==> src/rtl/dc_guard_pkg.sv <==
package dc_guard_pkg;
  typedef struct packed {
    logic fault;
    logic shdn;
  } chan_stat_t;
endpackage

==> src/rtl/dc_mag_cmp.sv <==
module dc_mag_cmp #(
  parameter int SAMPLE_W = 16
) (
  input  logic [SAMPLE_W-1:0] sample_i,
  input  logic [SAMPLE_W-1:0] level_i,
  output logic                over_o
);
  logic [SAMPLE_W-1:0] mag;

  // two's complement negate; most negative code maps to 2^(W-1) unsigned
  always_comb begin
    mag    = sample_i[SAMPLE_W-1] ? (~sample_i + 1'b1) : sample_i;
    over_o = (mag >= level_i);
  end
endmodule

==> src/rtl/dc_persist_cnt.sv <==
module dc_persist_cnt #(
  parameter int TIME_W = 16
) (
  input  logic              clk_i,
  input  logic              rst_ni,
  input  logic              run_i,
  input  logic              over_i,
  input  logic [TIME_W-1:0] hold_i,
  output logic              hit_o
);
  localparam logic [TIME_W-1:0] CNT_MAX = '1;

  logic [TIME_W-1:0] cnt_q;
  logic [TIME_W:0]   cnt_nxt;
  logic              qual;

  assign qual    = run_i & over_i;
  assign cnt_nxt = {1'b0, cnt_q} + 1'b1;
  // hold of 0 acts as 1: first qualifying edge hits
  assign hit_o   = qual & (cnt_nxt >= {1'b0, hold_i});

  always_ff @(posedge clk_i or negedge rst_ni) begin
    if (!rst_ni)            cnt_q <= '0;
    else if (!qual)         cnt_q <= '0;
    else if (cnt_q != CNT_MAX) cnt_q <= cnt_nxt[TIME_W-1:0];
  end

  AST_CNT_RESTART: assert property (@(posedge clk_i) disable iff (!rst_ni)
    (!run_i || !over_i) |=> (cnt_q == '0));
  AST_CNT_STEP: assert property (@(posedge clk_i) disable iff (!rst_ni)
    (qual && cnt_q != CNT_MAX) |=> (cnt_q == $past(cnt_q) + 1'b1));
  AST_NO_HIT_IDLE: assert property (@(posedge clk_i) disable iff (!rst_ni)
    !run_i |-> !hit_o);
endmodule

==> src/rtl/dc_fault_latch.sv <==
module dc_fault_latch
  import dc_guard_pkg::*;
(
  input  logic       clk_i,
  input  logic       rst_ni,
  input  logic       hit_i,
  input  logic       clr_i,
  input  logic       shdn_en_i,
  output chan_stat_t stat_o
);
  logic fault_q, shdn_q, fault_d;

  // live detection wins over clear
  assign fault_d = hit_i | (fault_q & ~clr_i);

  always_ff @(posedge clk_i or negedge rst_ni) begin
    if (!rst_ni) begin
      fault_q <= 1'b0;
      shdn_q  <= 1'b0;
    end else begin
      fault_q <= fault_d;
      shdn_q  <= fault_d & (shdn_q | (hit_i & shdn_en_i));
    end
  end

  assign stat_o.fault = fault_q;
  assign stat_o.shdn  = shdn_q;

  AST_SHDN_NEEDS_FAULT: assert property (@(posedge clk_i) disable iff (!rst_ni)
    shdn_q |-> fault_q);
  AST_FAULT_STICKY: assert property (@(posedge clk_i) disable iff (!rst_ni)
    (fault_q && !clr_i) |=> fault_q);
  AST_NO_SHDN_DISABLED: assert property (@(posedge clk_i) disable iff (!rst_ni)
    (!shdn_en_i && !shdn_q) |=> !shdn_q);
  AST_CLR_LIVE_HOLDS: assert property (@(posedge clk_i) disable iff (!rst_ni)
    (clr_i && hit_i) |=> fault_q);
  AST_RISE_FROM_HIT: assert property (@(posedge clk_i) disable iff (!rst_ni)
    $rose(fault_q) |-> $past(hit_i));
endmodule

==> src/rtl/dc_offset_guard.sv <==
module dc_offset_guard
  import dc_guard_pkg::*;
#(
  parameter int NUM_CH   = 4,
  parameter int SAMPLE_W = 16,
  parameter int TIME_W   = 16
) (
  input  logic                       clk_i,
  input  logic                       rst_ni,
  input  logic                       run_i,
  input  logic [NUM_CH*SAMPLE_W-1:0] sample_i,
  input  logic [SAMPLE_W-1:0]        level_i,
  input  logic [TIME_W-1:0]          hold_time_i,
  input  logic                       shdn_en_i,
  input  logic [NUM_CH-1:0]          clear_i,
  output logic [NUM_CH-1:0]          fault_o,
  output logic [NUM_CH-1:0]          shdn_o,
  output logic                       fault_n_o
);
  for (genvar c = 0; c < NUM_CH; c++) begin : g_ch
    logic       over, hit;
    chan_stat_t stat;

    dc_mag_cmp #(.SAMPLE_W(SAMPLE_W)) mag_i (
      .sample_i (sample_i[c*SAMPLE_W +: SAMPLE_W]),
      .level_i  (level_i),
      .over_o   (over)
    );

    dc_persist_cnt #(.TIME_W(TIME_W)) cnt_i (
      .clk_i  (clk_i),
      .rst_ni (rst_ni),
      .run_i  (run_i),
      .over_i (over),
      .hold_i (hold_time_i),
      .hit_o  (hit)
    );

    dc_fault_latch latch_i (
      .clk_i     (clk_i),
      .rst_ni    (rst_ni),
      .hit_i     (hit),
      .clr_i     (clear_i[c]),
      .shdn_en_i (shdn_en_i),
      .stat_o    (stat)
    );

    assign fault_o[c] = stat.fault;
    assign shdn_o[c]  = stat.shdn;
  end

  assign fault_n_o = ~|fault_o;

  AST_LINE_LOW_ON_RISE: assert property (@(posedge clk_i) disable iff (!rst_ni)
    $rose(|fault_o) |-> !fault_n_o);
endmodule

==> config.mk <==
export PLATFORM = sky130hd
export DESIGN_NAME = dc_offset_guard
export DESIGN_NICKNAME = d
export VERILOG_FILES = /design/src/rtl/dc_guard_pkg.sv /design/src/rtl/dc_mag_cmp.sv /design/src/rtl/dc_persist_cnt.sv /design/src/rtl/dc_fault_latch.sv /design/src/rtl/dc_offset_guard.sv
export SDC_FILE = /design/constraint.sdc
export NUM_CORES = 1
export LEC_CHECK = 0
export ABC_AREA = 1
export BUFFER_PORTS_ARGS = -buffer_cell sky130_fd_sc_hd__buf_4
export CAP_MARGIN = 20
export CELL_PAD_IN_SITES_DETAIL_PLACEMENT = 0
export CELL_PAD_IN_SITES_GLOBAL_PLACEMENT = 1
export CORE_MARGIN = 8
export CORE_UTILIZATION = 38
export DETAILED_ROUTE_END_ITERATION = 10
export PLACE_DENSITY = 0.73
export SYNTH_ARGS = -nofsm -noshare
export SYNTH_HDL_FRONTEND = slang
export SYNTH_SLANG_ARGS = --single-unit
export TNS_END_PERCENT = 10
==> constraint.sdc <==
create_clock -name clk_i -period 7.8 [get_ports clk_i]
set_input_delay 0.39 -clock clk_i [delete_from_list [all_inputs] [get_ports clk_i]]
set_output_delay 0.39 -clock clk_i [all_outputs]
set_load 0.005 [all_outputs]
* Word-level counts from Yosys, hierarchy flattened
Cells that the tools add are included.
** Word-level totals
- Output and inout port bits :: 9
- Register bits after elaboration :: 72
- Word-level logic and storage cells :: 86
- Bits of input ports :: 104
** Cells by class
- Magnitude comparators :: 8
- Multiplexer cells :: 12
- Reductions and logical operators :: 2
- Eq/ne operators :: 8
- Add/sub/neg operators :: 8
- Bitwise gates (word level) :: 36
** Operator list (number)
- $mux W16 :: 12
- $add A16 B1 Y17 const B :: 4
- $ge A17 B16 Y1 :: 4
- $add A16 B1 Y16 const B :: 4
- $ge A16 B16 Y1 :: 4
- $ne A16 B16 Y1 const B :: 4
- $not A16 Y16 :: 4
- $and A1 B1 Y1 :: 20
- $ne A2 B2 Y1 const B :: 4
- $or A1 B1 Y1 :: 8
- $not A1 Y1 :: 4
- $reduce_or A4 Y1 :: 1
- $logic_not A1 Y1 :: 1

* Depth between registers and ports, before layout
Gate-level depths: netlist of run 1.
- Word-level depth :: 9
- Depth in mapped cells :: 24
- Depth with buffers taken out :: 24

* Modules after synthesis
From an unflattened synthesis of run 1, not the netlist that was laid out.
** Second synthesis, totals
- Cell total of the unflattened synthesis :: 1550
- Area, all modules :: 9666.8 µm²
** Modules (own cells, without submodules)
- dc_persist_cnt at g_ch[1].cnt_i ... :: cells each 214, seq. area each 400.4 µm², instances 3, area an instance 1458.9 µm²
- dc_mag_cmp :: cells each 159, seq. area each 0.0 µm², instances 4, area an instance 842.1 µm²
- dc_persist_cnt at g_ch[0].cnt_i :: cells each 213, seq. area each 400.4 µm², instances 1, area an instance 1490.2 µm²
- dc_fault_latch :: cells each 13, seq. area each 50.0 µm², instances 4, area an instance 101.3 µm²
- dc_offset_guard :: cells each 7, seq. area each 0.0 µm², instances 1, area an instance 26.3 µm²

* Worst setup path before layout of run 1
OpenSTA, ideal clock, no wires.
- Path type :: input-to-reg
- Start point :: input port sample_i[48]
- End point :: register g_ch[3].cnt_i.cnt_q[13]
- Stages :: 18
- Library setup time :: 132 ps
- Required time :: 7668 ps
- Path buffers :: 1
- Data arrival time :: 2748 ps
- Slack :: 4920 ps
- Path through :: inv_1 -> ha_1 -> inv_1 -> nor3_1 -> nand2_1 -> nor3_1 -> nand3_1 -> o21ai_0 -> xor2_1 -> ha_1 -> nand2_1 -> o21bai_1 -> nand2_1 -> a21oi_1 -> nand3_1 -> nand2_1 -> clkbuf_1 -> nor2_1
** Between the ends
- Cells in the longest elaborated chain, start to end :: 6
- Elaborated cells between the ends (all ways) :: 7
- Those cells by class :: add/sub: 1; order compare: 1; eq/ne: 1; mux: 2; bitwise: 2
** Ends and longest elaborated chain
- from (decl) :: line dc_offset_guard.sv:11 : input logic [NUM_CH*SAMPLE_W-1:0] sample_i,
- $not A16 Y16 :: line dc_mag_cmp.sv:12 : mag = sample_i[SAMPLE_W-1] ? (~sample_i + 1'b1) : sample_i;
- $add A16 B1 Y16 :: line dc_mag_cmp.sv:12
- $mux W16 * :: line dc_mag_cmp.sv:12
- $ge A16 B16 Y1 * :: line dc_mag_cmp.sv:13 : over_o = (mag >= level_i);
- $and A1 B1 Y1 * :: line dc_persist_cnt.sv:17 : assign qual = run_i & over_i;
- $ne A2 B2 Y1 (no source line) / $mux W16 (equally long branches)
- to (signal assigned) :: line dc_persist_cnt.sv:25 : else if (cnt_q != CNT_MAX) cnt_q <= cnt_nxt[TIME_W-1:0];
- to (decl) :: line dc_persist_cnt.sv:13 : logic [TIME_W-1:0] cnt_q;
Every way passes the cells marked *; elsewhere a longest branch is shown, timed or not.
A chain may end at the register's enable or synchronous reset.

* Worst setup path after layout of run 1
- Start point :: input port sample_i[48]
- End point :: register g_ch[3].latch_i.shdn_q
** Between the ends
- Elaborated cells between the ends (all ways) :: 10
- Those cells by class :: add/sub: 1; order compare: 1; mux: 1; bitwise: 7
** RTL lines
- $not A16 Y16 :: line dc_mag_cmp.sv:12
- $add A16 B1 Y16 :: line dc_mag_cmp.sv:12
- $mux W16 * :: line dc_mag_cmp.sv:12
- $ge A16 B16 Y1 * :: line dc_mag_cmp.sv:13
- $and A1 B1 Y1 * :: line dc_persist_cnt.sv:17
- $and A1 B1 Y1 * :: line dc_persist_cnt.sv:20 : assign hit_o = qual & (cnt_nxt >= {1'b0, hold_i});
- $or A1 B1 Y1 * :: line dc_fault_latch.sv:14 : assign fault_d = hit_i | (fault_q & ~clr_i);
- net g_ch[3].latch_i.fault_d :: line dc_fault_latch.sv:11 : logic fault_q, shdn_q, fault_d;
- $and A1 B1 Y1 * :: line dc_fault_latch.sv:22 : shdn_q <= fault_d & (shdn_q | (hit_i & shdn_en_i));
- to (signal assigned) :: line dc_fault_latch.sv:22
- to (decl) :: line dc_fault_latch.sv:11
The timed path passes the listed nets; every way through them passes the cells marked *.

==> metrics.csv, run 1 <==
stage,metric,value,unit
finish,drive_gt1_frac,0.137,
die,dieWidth,165,um
power,p_sw_frac,0.276,
critical_path,critPathMaxStageDelay,0.46,ns
critical_path,crit_slowest_cell,nand2_1,
critical_path,cp_cell_sequence,buf_4 > inv_1 > ha_1 > inv_1 > nor3_1 > nand2_1 > nor3_1 > nand3_1 > o21ai_0 > xor2_1 > ha_1 > nand2_1 > o21bai_1 > nand2_1 > a21oi_1 > nand3_1 > nand2_1 > inv_1 > nand2_1 > nand2_1 > nand2_1 > nand2_1,
drt,drc,0,
die,start_util,0.388,
cts,post-cts-setup-buffers,0,
finish,layout_commonest_cell,nand2_1,
synth,yosysWarningCount,0,
power,internal-power,0.867,mW
timing,rsz0062_at_grt,no,
cts,cts_made_buffers,9,
synth,synth_fp_nets,1459,
synth,synth_area_leaders,"dfrtp_1, ha_1, nand2_1",
synth,synth_seq_cells,72,
cts,ctsHoldBuffers,0,
cts,htreeDepth,3,
global_routing,antenna_found_initial,0,
critical_path,cp.arrival,3.57,ns
cts,post_cts_resized,0,
cts,tritoncts,built,
synth,syn_area,8460,um^2
cts,cts.sinks,72,
critical_path,crit_buf_inv,4,
critical_path,crit_required,8.03,ns
finish,area_delta_synth_final,17.3,%
cts,clk_latency,0.34,ns
finish,n_antenna_cell,0,
finish,fillers,2300,
drt,met1_length,10.9,mm
cts,clk_pin_slew,0.06,ns
critical_path,r2r_end,g_ch[0].latch_i.shdn_q,
die,die_h,165,um
synth,synth_top_area_frac,0.213,
global_routing,grt_pass1_wl,37.4,mm
power,power,1.20,mW
drt,dr.pass1.iters,5,
synth,async_flop_share,1.00,
timing,tns,0,ns
critical_path,critPathLaunchType,primary input,
timing,finalSetupViolCount,0,
timing,max_freq,0.299,GHz
critical_path,worstPathMaxFanout,16,
timing,fin_crit_sh,0.428,
drt,top_layer,met4,
global_routing,grt_util_all_layers,0.172,
min_path,hold_path.class,in -> async,
global_routing,grt_start_max_net_pins,73,
global_routing,grt_overflow,0,
cts,clockBufferDepth,2,
place,port_buffers,112,
synth,synth_cells,1219,
die,row_count,54,
synth,synth_edf_count,0,
timing,slew_violations,0,
critical_path,critPathKind,in -> reg,
drt,dr_wl_met2,10.7,mm
drt,vias,7592,
timing,final-hold-violation-count,0,
synth,synth_cell_types,44,
critical_path,crit_path_start,sample_i[48],
power,leakagePower,5.79,nW
critical_path,r2r_cells,19,
timing,fin_worst_skew,0.00870,ns
die,dieArea,27300,um^2
power,p_seq_frac,0.316,
drt,dr_wl_met3,1.02,mm
die,io_pins,113,
critical_path,r2r-start,g_ch[0].cnt_i.cnt_q[0],
critical_path,ff2ff_setup_slack,4.94,ns
finish,layout_common_cells,"nand2_1, inv_1, nor2_1, ha_1, buf_4",
die,coreArea,21800,um^2
critical_path,cp-end-kind,register,
global_routing,grt_pass1_vias,7589,
power,power.net_switching,0.331,mW
run_status,status,"finished, final reports clean",
synth,synth_flop_cell,dfrtp_1,
synth,ys_seq_area_frac,0.213,
power,p_per_area,121,nW/um^2
critical_path,critPathTopFamily,simple AND/OR/NAND/NOR gates,
synth,avgSynthCellArea,6.94,um^2
cts,cts_root_buffer,clkbuf_16,
drt,via_per_inst,4.72,
critical_path,crit_top_cell,nand2_1,
timing,relSlewSlack,0.356,
place,globalplace.congestion,0.875,
flow_run,drv_cap,0,
place,place_hpwl,19.1,mm
drt,ant_nets,0,
timing,worstMarginPinSlew,0.966,ns
synth,yosys.area.top_type,dfrtp_1,
finish,nets,1564,
power,p_clk_frac,0.454,
timing,timing.final.crit_period,3.34,ns
drt,routed_wirelength,23.0,mm
power,power_frac_comb,0.230,
drt,drt_iter0_markers,274,
power,ir_worst_vdd,0.0000809,V
drt,routedWlPerCell,14.3,um
==> sequential cells by signal, summed over array words and instances (netlist names) <==
name	count
g_ch.latch_i.fault_q	4
g_ch.latch_i.shdn_q	4
g_ch.cnt_i.cnt_q	64
==> synth_stat cells, types with 8 or more instances <==
cell	count
dfrtp_1	72
ha_1	136
nand3_1	58
nor2_1	147
a21oi_1	81
nand4_1	15
xor2_1	70
o21ai_0	21
xnor2_1	21
nor3_1	17
nand2_1	286
nor2_4	8
buf_4	8
a21o_1	11
inv_1	190
==> routing by layer <==
layer  GRT usage  vias to the layer above
li1            -                     4089
met5           0                        -
met3      0.0275                       17
met4      0.0459                        0
met1       0.222                     3359
met2       0.293                      127
==> power by group through the flow <==
stage	combinational, mW	sequential [mW]	clock [mW]
final	0.275	0.379	0.544
after CTS	0.280	0.379	0.551
after detailed placement	0.278	0.385	0
after global routing	0.319	0.379	0.563
after global placement	0.274	0.385	0
after floorplan	0.169	0.385	0
==> through the flow <==
step / cells / util / instance area [um^2] / worst slack [ns] / hold WS, ns
floorplan: 1219 / - / 8460 / 4.92 / 0.0944
CTS: 1609 / 0.455 / 9930 / 4.45 / 0.254
global placement: 1593 / 0.437 / 9540 / 4.19 / 0.464
finish: 1609 / 0.455 / 9930 / 4.46 / 0.179
global route: 1609 / 0.455 / 9930 / 4.09 / 0.295
detailed placement: 1593 / 0.437 / 9540 / 4.11 / 0.476
==> layout make-up <==
cell class | count | area (um^2) | share of cell area
Clock buffer | 10 | 229 | 0.0231
Clock inverter | 6 | 155 | 0.0156
Inverter | 195 | 737 | 0.0742
Multi-Input combinational cell | 934 | 5810 | 0.586
Sequential cell | 72 | 1800 | 0.181
Tap cell | 280 | 350 | 0.0353
Timing Repair Buffer | 112 | 841 | 0.0847
==> worst max-delay path by stage <==
stage | slack (ns) | endpoint | cells past startpoint
2_1_floorplan | 4.92 | g_ch[3].cnt_i.cnt_q[13] | 18
3_3_place_gp | 4.19 | g_ch[3].latch_i.shdn_q | 22
3_5_place_dp | 4.11 | g_ch[3].latch_i.shdn_q | 22
4_1_cts | 4.45 | g_ch[3].latch_i.shdn_q | 22
5_1_grt | 4.09 | g_ch[3].latch_i.shdn_q | 22
6_report | 4.46 | g_ch[3].latch_i.shdn_q | 22
==> logic make-up (layout without fill, tap and decap cells) <==
| logic type | count (synthesis) | count (layout) | synth area share |
|---|---|---|---|
| AOI/OAI and AO/OA | 129 | 129 | 0.0856 |
| xor gates and xnor gates | 93 | 93 | 0.0980 |
| adders and majority gates | 136 | 136 | 0.201 |
| buffers and inverters | 213 | 323 | 0.0998 |
| DFF | 72 | 72 | 0.213 |
| and+or+nand+nor | 576 | 576 | 0.302 |
==> worst register-to-register path, delay by kind of cell, from the launching register on <==
| family | cells | cell delay (ns) |
|---|---|---|
| compound gates | 2 | 0.27 |
| buf+inv | 3 | 0.22 |
| fa+ha+maj | 2 | 0.52 |
| simple gates | 11 | 1.10 |
| flops | 1 | 0.43 |
| xor+xnor | 1 | 0.21 |
(Power assumes the default switching activity.)
==> run 2: changes to the inputs <==
- clock period: 7.8 -> 3.2 ns (I/O delays scaled with it)
==> metrics.csv, run 2 (synthesis gave the netlist of run 1 again) <==
stage,metric,value,unit,change
cts,clk_latency,0.34,ns,about the same
cts,clockBufferDepth,2,,unchanged
min_path,hold_path.class,in -> async,,
power,ir_worst_vdd,0.000201,V,+150%
place,place_hpwl,19.1,mm,+0.36%
finish,layout_common_cells,"nand2_1, inv_1, nor2_1, ha_1, buf_4",,
critical_path,cp.arrival,3.12,ns,-0.45 ns
cts,tritoncts,built,,
drt,dr_wl_met3,1.11,mm,+9.2%
global_routing,grt_pass1_vias,7503,,-1.1%
timing,timing.final.crit_period,2.85,ns,
finish,regMostFlops,g_ch.cnt_i.cnt_q,,
drt,routedWlPerCell,14.3,um,about the same
cts,htreeDepth,3,,unchanged
finish,fin_util,0.450,,-0.00459
cts,ctsHoldBuffers,0,,unchanged
cts,cts.sinks,72,,unchanged
critical_path,ff2ff_setup_slack,0.35,ns,-4.59 ns
finish,drive_gt1_frac,0.139,,+0.00194
die,row_count,54,,unchanged
cts,cts_root_buffer,clkbuf_16,,
finish,largest_register_ff_count,64,,unchanged
timing,slew_violations,0,,unchanged
timing,tns,0,ns,unchanged
power,internal-power,1.71,mW,+97%
drt,vias,7635,,+0.57%
timing,fin_worst_skew,0.00811,ns,-0.000592 ns
global_routing,grt_pass1_wl,37.5,mm,+0.26%
drt,routed_wirelength,23.1,mm,+0.23%
place,port_buffers,112,,unchanged
drt,drc,0,,unchanged
drt,top_layer,met4,,
power,power_frac_comb,0.270,,+0.040
die,io_pins,113,,unchanged
timing,max_freq,0.351,GHz,
critical_path,cp-end-kind,register,,
power,p_per_area,254,nW/um^2,+110%
timing,relSlewSlack,0.355,,-0.00103
die,dieWidth,165,um,unchanged
cts,clk_pin_slew,0.06,ns,about the same
global_routing,grt_overflow,0,,unchanged
die,start_util,0.388,,unchanged
finish,nets,1568,,+0.26%
finish,largestRegisters,"g_ch.cnt_i.cnt_q (64), g_ch.latch_i.fault_q (4), g_ch.latch_i.shdn_q (4)",,
power,power.net_switching,0.783,mW,+140%
cts,post_cts_resized,0,,unchanged
drt,via_per_inst,4.74,,+0.38%
drt,dr.pass1.iters,5,,unchanged
finish,n_antenna_cell,0,,unchanged
power,power,2.49,mW,+110%
critical_path,crit_required,3.47,ns,-4.56 ns
power,p_seq_frac,0.370,,+0.054
global_routing,grt_start_max_net_pins,73,,unchanged
finish,layout_commonest_cell,nand2_1,,
die,die_h,165,um,unchanged
cts,cts_made_buffers,9,,unchanged
critical_path,critPathKind,reg -> reg,,
drt,ant_nets,0,,unchanged
critical_path,critPathLaunchType,register,,
die,dieArea,27300,um^2,unchanged
finish,regArea,1800,um^2,unchanged
power,p_clk_frac,0.360,,-0.094
cts,post-cts-setup-buffers,0,,unchanged
run_status,violations,hold timing,,
timing,finalSetupViolCount,0,,unchanged
timing,worst_hold_slack,-0.0250,ns,-0.204 ns
global_routing,antenna_found_initial,0,,unchanged
drt,drt_iter0_markers,275,,+0.36%
flow_run,drv_cap,0,,unchanged
global_routing,grt_util_all_layers,0.173,,+0.000289
finish,multi_input_area,5810,um^2,unchanged
timing,fin_crit_sh,0.891,,
critical_path,worstPathMaxFanout,4,,-12
finish,fillers,2320,,+0.87%
power,leakagePower,5.75,nW,-0.65%
drt,met1_length,11.1,mm,+1.7%
place,globalplace.congestion,0.850,,-2.9%
run_status,status,"finished, violations left",,
timing,worstMarginPinSlew,0.968,ns,+0.00154 ns
power,p_sw_frac,0.314,,+0.0378
die,coreArea,21800,um^2,unchanged
timing,rsz0062_at_grt,no,,
drt,dr_wl_met2,10.3,mm,-3.2%
timing,final-hold-violation-count,21,,+21
finish,area_delta_synth_final,16.2,%,
run 2: layout make-up:
type	instances	area share
clock buffer	10	0.0233
clock inverter	5	0.00255
inverter	195	0.0750
multi-input combinational	934	0.592
sequential	72	0.183
tap	280	0.0356
timing repair buffer	116	0.0886
run 2: worst paths after layout:
kind	from	to	cells past startpoint
worst min register to register	g_ch[1].latch_i.shdn_q	g_ch[1].latch_i.shdn_q	2
worst min-delay path	rst_ni	g_ch[0].cnt_i.cnt_q[11]	1
worst max register to register	g_ch[0].cnt_i.cnt_q[0]	g_ch[0].latch_i.shdn_q	19
worst max-delay path	g_ch[0].cnt_i.cnt_q[0]	g_ch[0].latch_i.shdn_q	19
min in group clk_i	clear_i[1]	g_ch[1].latch_i.fault_q	4
max in group asynchronous	rst_ni	g_ch[3].cnt_i.cnt_q[15]	1
run 2: layer usage:
| metal | vias to the layer above | global-route usage |
|---|---|---|
| li1 | 4107 | - |
| met1 | 3355 | 0.228 |
| met2 | 151 | 0.282 |
| met3 | 22 | 0.0290 |
| met4 | 0 | 0.0528 |
| met5 | - | 0 |
run 2: power groups by stage:
stage / Combinational, mW / Clock [mW] / Sequential [mW]
2_1_floorplan: 0.412 / 0 / 0.937
3_3_place_gp: 0.673 / 0 / 0.939
3_5_place_dp: 0.681 / 0 / 0.939
4_1_cts: 0.685 / 0.919 / 0.923
5_1_grt: 0.785 / 0.954 / 0.923
6_report: 0.674 / 0.897 / 0.923
run 2: metrics by stage:
stage	setup WS (ns)	area, um^2	instances
after global placement	0.289	9570	1597
after detailed placement	0.236	9570	1597
final	0.350	9830	1612
after CTS	0.332	9830	1612
after floorplan	0.550	8460	1219
after global routing	0.0492	9830	1612
run 2: critical path: stages, from the launching register on:
cell     delay [ns]
dfrtp_1        0.43
ha_1           0.22
nand3_1        0.14
nor2_2         0.19
nand2_2        0.14
nor2_1         0.18
nand2_1        0.09
xor2_1         0.20
inv_1          0.07
ha_1           0.29
nand2_1        0.08
nor2_1         0.13
nand4_1        0.10
nor2_1         0.11
nand2_1        0.06
nand4_1        0.10
nand2_1        0.08
nand2_1        0.07
nand2_1        0.06
nand2_1        0.05
==> run 3: changes to the inputs <==
- BUFFER_PORTS_ARGS: -buffer_cell sky130_fd_sc_hd__buf_4 -> -buffer_cell sky130_fd_sc_hd__buf_2
==> metrics.csv, run 3 (synthesis gave the netlist of run 1 again) <==
stage,metric,value,unit,change
die,row_count,54,,unchanged
critical_path,critPathKind,reg -> reg,,
global_routing,grt_util_all_layers,0.172,,-0.000779
cts,cts_root_buffer,clkbuf_16,,
finish,area_delta_synth_final,14.7,%,
timing,final-hold-violation-count,31,,+48%
timing,tns,0,ns,unchanged
place,globalplace.congestion,0.812,,-4.5%
die,die_h,165,um,unchanged
global_routing,antenna_found_initial,1,,+1
cts,ctsHoldBuffers,0,,unchanged
timing,fin_worst_skew,0.00577,ns,-0.00234 ns
cts,htreeDepth,3,,unchanged
timing,rsz0062_at_grt,no,,
critical_path,critPathMaxStageDelay,0.45,ns,+0.02 ns
finish,nets,1569,,+0.064%
cts,post-cts-setup-buffers,0,,unchanged
critical_path,cp_cell_sequence,ha_1 > nand3_2 > nor2_4 > nand2_2 > nor2_4 > nand2_1 > xor2_1 > inv_1 > ha_1 > a21o_1 > a21oi_1 > nand2_1 > nor2_1 > nand3_2 > nand3_1 > nand2_2 > nand2_1 > nand2_1,,
min_path,hold_path.class,in -> async,,
run_status,violations,hold timing,,
timing,relSlewSlack,0.361,,+0.00634
timing,fin_crit_sh,0.875,,-0.0153
finish,largest_register_ff_count,64,,unchanged
timing,max_freq,0.357,GHz,+1.7%
critical_path,worstPathMaxFanout,4,,unchanged
finish,largestRegisters,"g_ch.cnt_i.cnt_q (64), g_ch.latch_i.fault_q (4), g_ch.latch_i.shdn_q (4)",,
critical_path,critPathLaunchType,register,,
critical_path,cp.arrival,3.03,ns,-0.09 ns
drt,dr.pass1.iters,7,,+2
cts,cts_made_buffers,9,,unchanged
finish,regMostFlops,g_ch.cnt_i.cnt_q,,
die,io_pins,113,,unchanged
finish,drive_gt1_frac,0.141,,+0.00204
timing,worstMarginPinSlew,0.958,ns,-0.00952 ns
critical_path,crit_required,3.42,ns,-0.05 ns
timing,worst_hold_slack,-0.0655,ns,-0.0404 ns
die,dieWidth,165,um,unchanged
critical_path,r2r-start,g_ch[1].cnt_i.cnt_q[0],,
critical_path,cp-end-kind,register,,
run_status,status,"finished, violations left",,
finish,layout_commonest_cell,nand2_1,,
power,p_per_area,301,nW/um^2,+19%
global_routing,grt_pass1_wl,37.4,mm,-0.27%
flow_run,drv_cap,0,,unchanged
place,port_buffers,112,,unchanged
cts,tritoncts,built,,
power,power.net_switching,0.796,mW,+1.8%
global_routing,grt_start_max_net_pins,73,,unchanged
timing,finalSetupViolCount,0,,unchanged
cts,cts.sinks,72,,unchanged
power,internal-power,2.13,mW,+24%
drt,drc,0,,unchanged
drt,dr_wl_met2,10.4,mm,+0.58%
timing,slew_violations,0,,unchanged
finish,n_antenna_cell,0,,unchanged
power,p_clk_frac,0.465,,+0.105
drt,met1_length,11.0,mm,-0.88%
cts,clk_latency,0.33,ns,about the same
drt,routed_wirelength,22.9,mm,-0.79%
critical_path,crit_slowest_cell,dfrtp_1,,
die,dieArea,27300,um^2,unchanged
critical_path,crit_top_cell,nand2_1,,
drt,dr_wl_met3,1.11,mm,-0.27%
power,p_seq_frac,0.316,,-0.054
drt,routedWlPerCell,14.2,um,-0.92%
drt,top_layer,met5,,
die,start_util,0.388,,unchanged
critical_path,r2r_cells,18,,-1
die,coreArea,21800,um^2,unchanged
cts,post_cts_resized,0,,unchanged
global_routing,grt_overflow,0,,unchanged
power,ir_worst_vdd,0.000240,V,+19%
finish,layout_common_cells,"nand2_1, inv_1, nor2_1, ha_1, buf_2",,
critical_path,ff2ff_setup_slack,0.40,ns,+0.05 ns
drt,via_per_inst,4.73,,-0.11%
global_routing,grt_pass1_vias,7546,,+0.57%
drt,vias,7636,,+0.013%
timing,timing.final.crit_period,2.80,ns,-0.0490 ns
power,leakagePower,5.73,nW,-0.34%
cts,clk_pin_slew,0.06,ns,about the same
place,place_hpwl,19.0,mm,-0.59%
power,p_sw_frac,0.273,,-0.0412
power,power_frac_comb,0.219,,-0.051
drt,drt_iter0_markers,337,,+23%
critical_path,r2r_end,g_ch[1].latch_i.shdn_q,,
cts,clockBufferDepth,2,,unchanged
drt,ant_nets,0,,unchanged
run 3: layout make-up:
| class | count | area (um^2) |
|---|---|---|
| clock inverters | 5 | 150 |
| repair buffers | 117 | 601 |
| well taps | 280 | 350 |
| clock buffers | 11 | 253 |
| inverters | 195 | 737 |
| fillers | 2293 | 12100 |
| flip-flops and latches | 72 | 1800 |
| multi-input cells | 934 | 5810 |
run 3: worst max-delay path by stage:
stage	startpoint	end	slack (ns)	cells past startpoint
after floorplan	sample_i[48]	g_ch[3].cnt_i.cnt_q[13]	0.55	18
after global placement	sample_i[48]	g_ch[3].cnt_i.cnt_q[6]	0.32	19
after detailed placement	sample_i[48]	g_ch[3].latch_i.shdn_q	0.22	22
after CTS	g_ch[0].cnt_i.cnt_q[0]	g_ch[0].latch_i.shdn_q	0.37	19
after global routing	g_ch[0].cnt_i.cnt_q[0]	g_ch[0].latch_i.shdn_q	0.08	19
final	g_ch[1].cnt_i.cnt_q[0]	g_ch[1].latch_i.shdn_q	0.40	18
run 3: metal layers:
| metal | GRT usage | up-vias |
|---|---|---|
| li1 | - | 4100 |
| met5 | 0 | - |
| met2 | 0.286 | 158 |
| met3 | 0.0315 | 24 |
| met1 | 0.226 | 3352 |
| met4 | 0.0422 | 2 |
run 3: through the flow:
| stage | instance area, um^2 | cells | setup WS, ns | power, mW | utilization |
|---|---|---|---|---|---|
| floorplan | 8460 | 1219 | 0.550 | 1.35 | - |
| global placement | 9300 | 1598 | 0.315 | 1.58 | 0.426 |
| detailed placement | 9300 | 1598 | 0.223 | 1.58 | 0.426 |
| CTS | 9710 | 1614 | 0.368 | 2.96 | 0.445 |
| global route | 9710 | 1614 | 0.0763 | 3.10 | 0.445 |
| finish | 9710 | 1614 | 0.398 | 2.92 | 0.445 |
run 3: power by group through the flow:
stage                     clock, mW  sequential [mW]  combinational (mW)
final                          1.36            0.923               0.639
after global routing           1.43            0.923               0.745
after floorplan                   0            0.937               0.412
after detailed placement          0            0.940               0.644
after CTS                      1.39            0.923               0.647
after global placement            0            0.939               0.638
run 3: critical path, delay by kind of cell (launching register included):
kind                     cells  cell delay [ns]
AO/OA/AOI/OAI                2             0.27
XOR/XNOR                     1             0.23
adder cells (fa/ha/maj)      2             0.51
buffers and inverters        1             0.07
flip-flops                   1             0.45
AND/OR/NAND/NOR             12             1.16
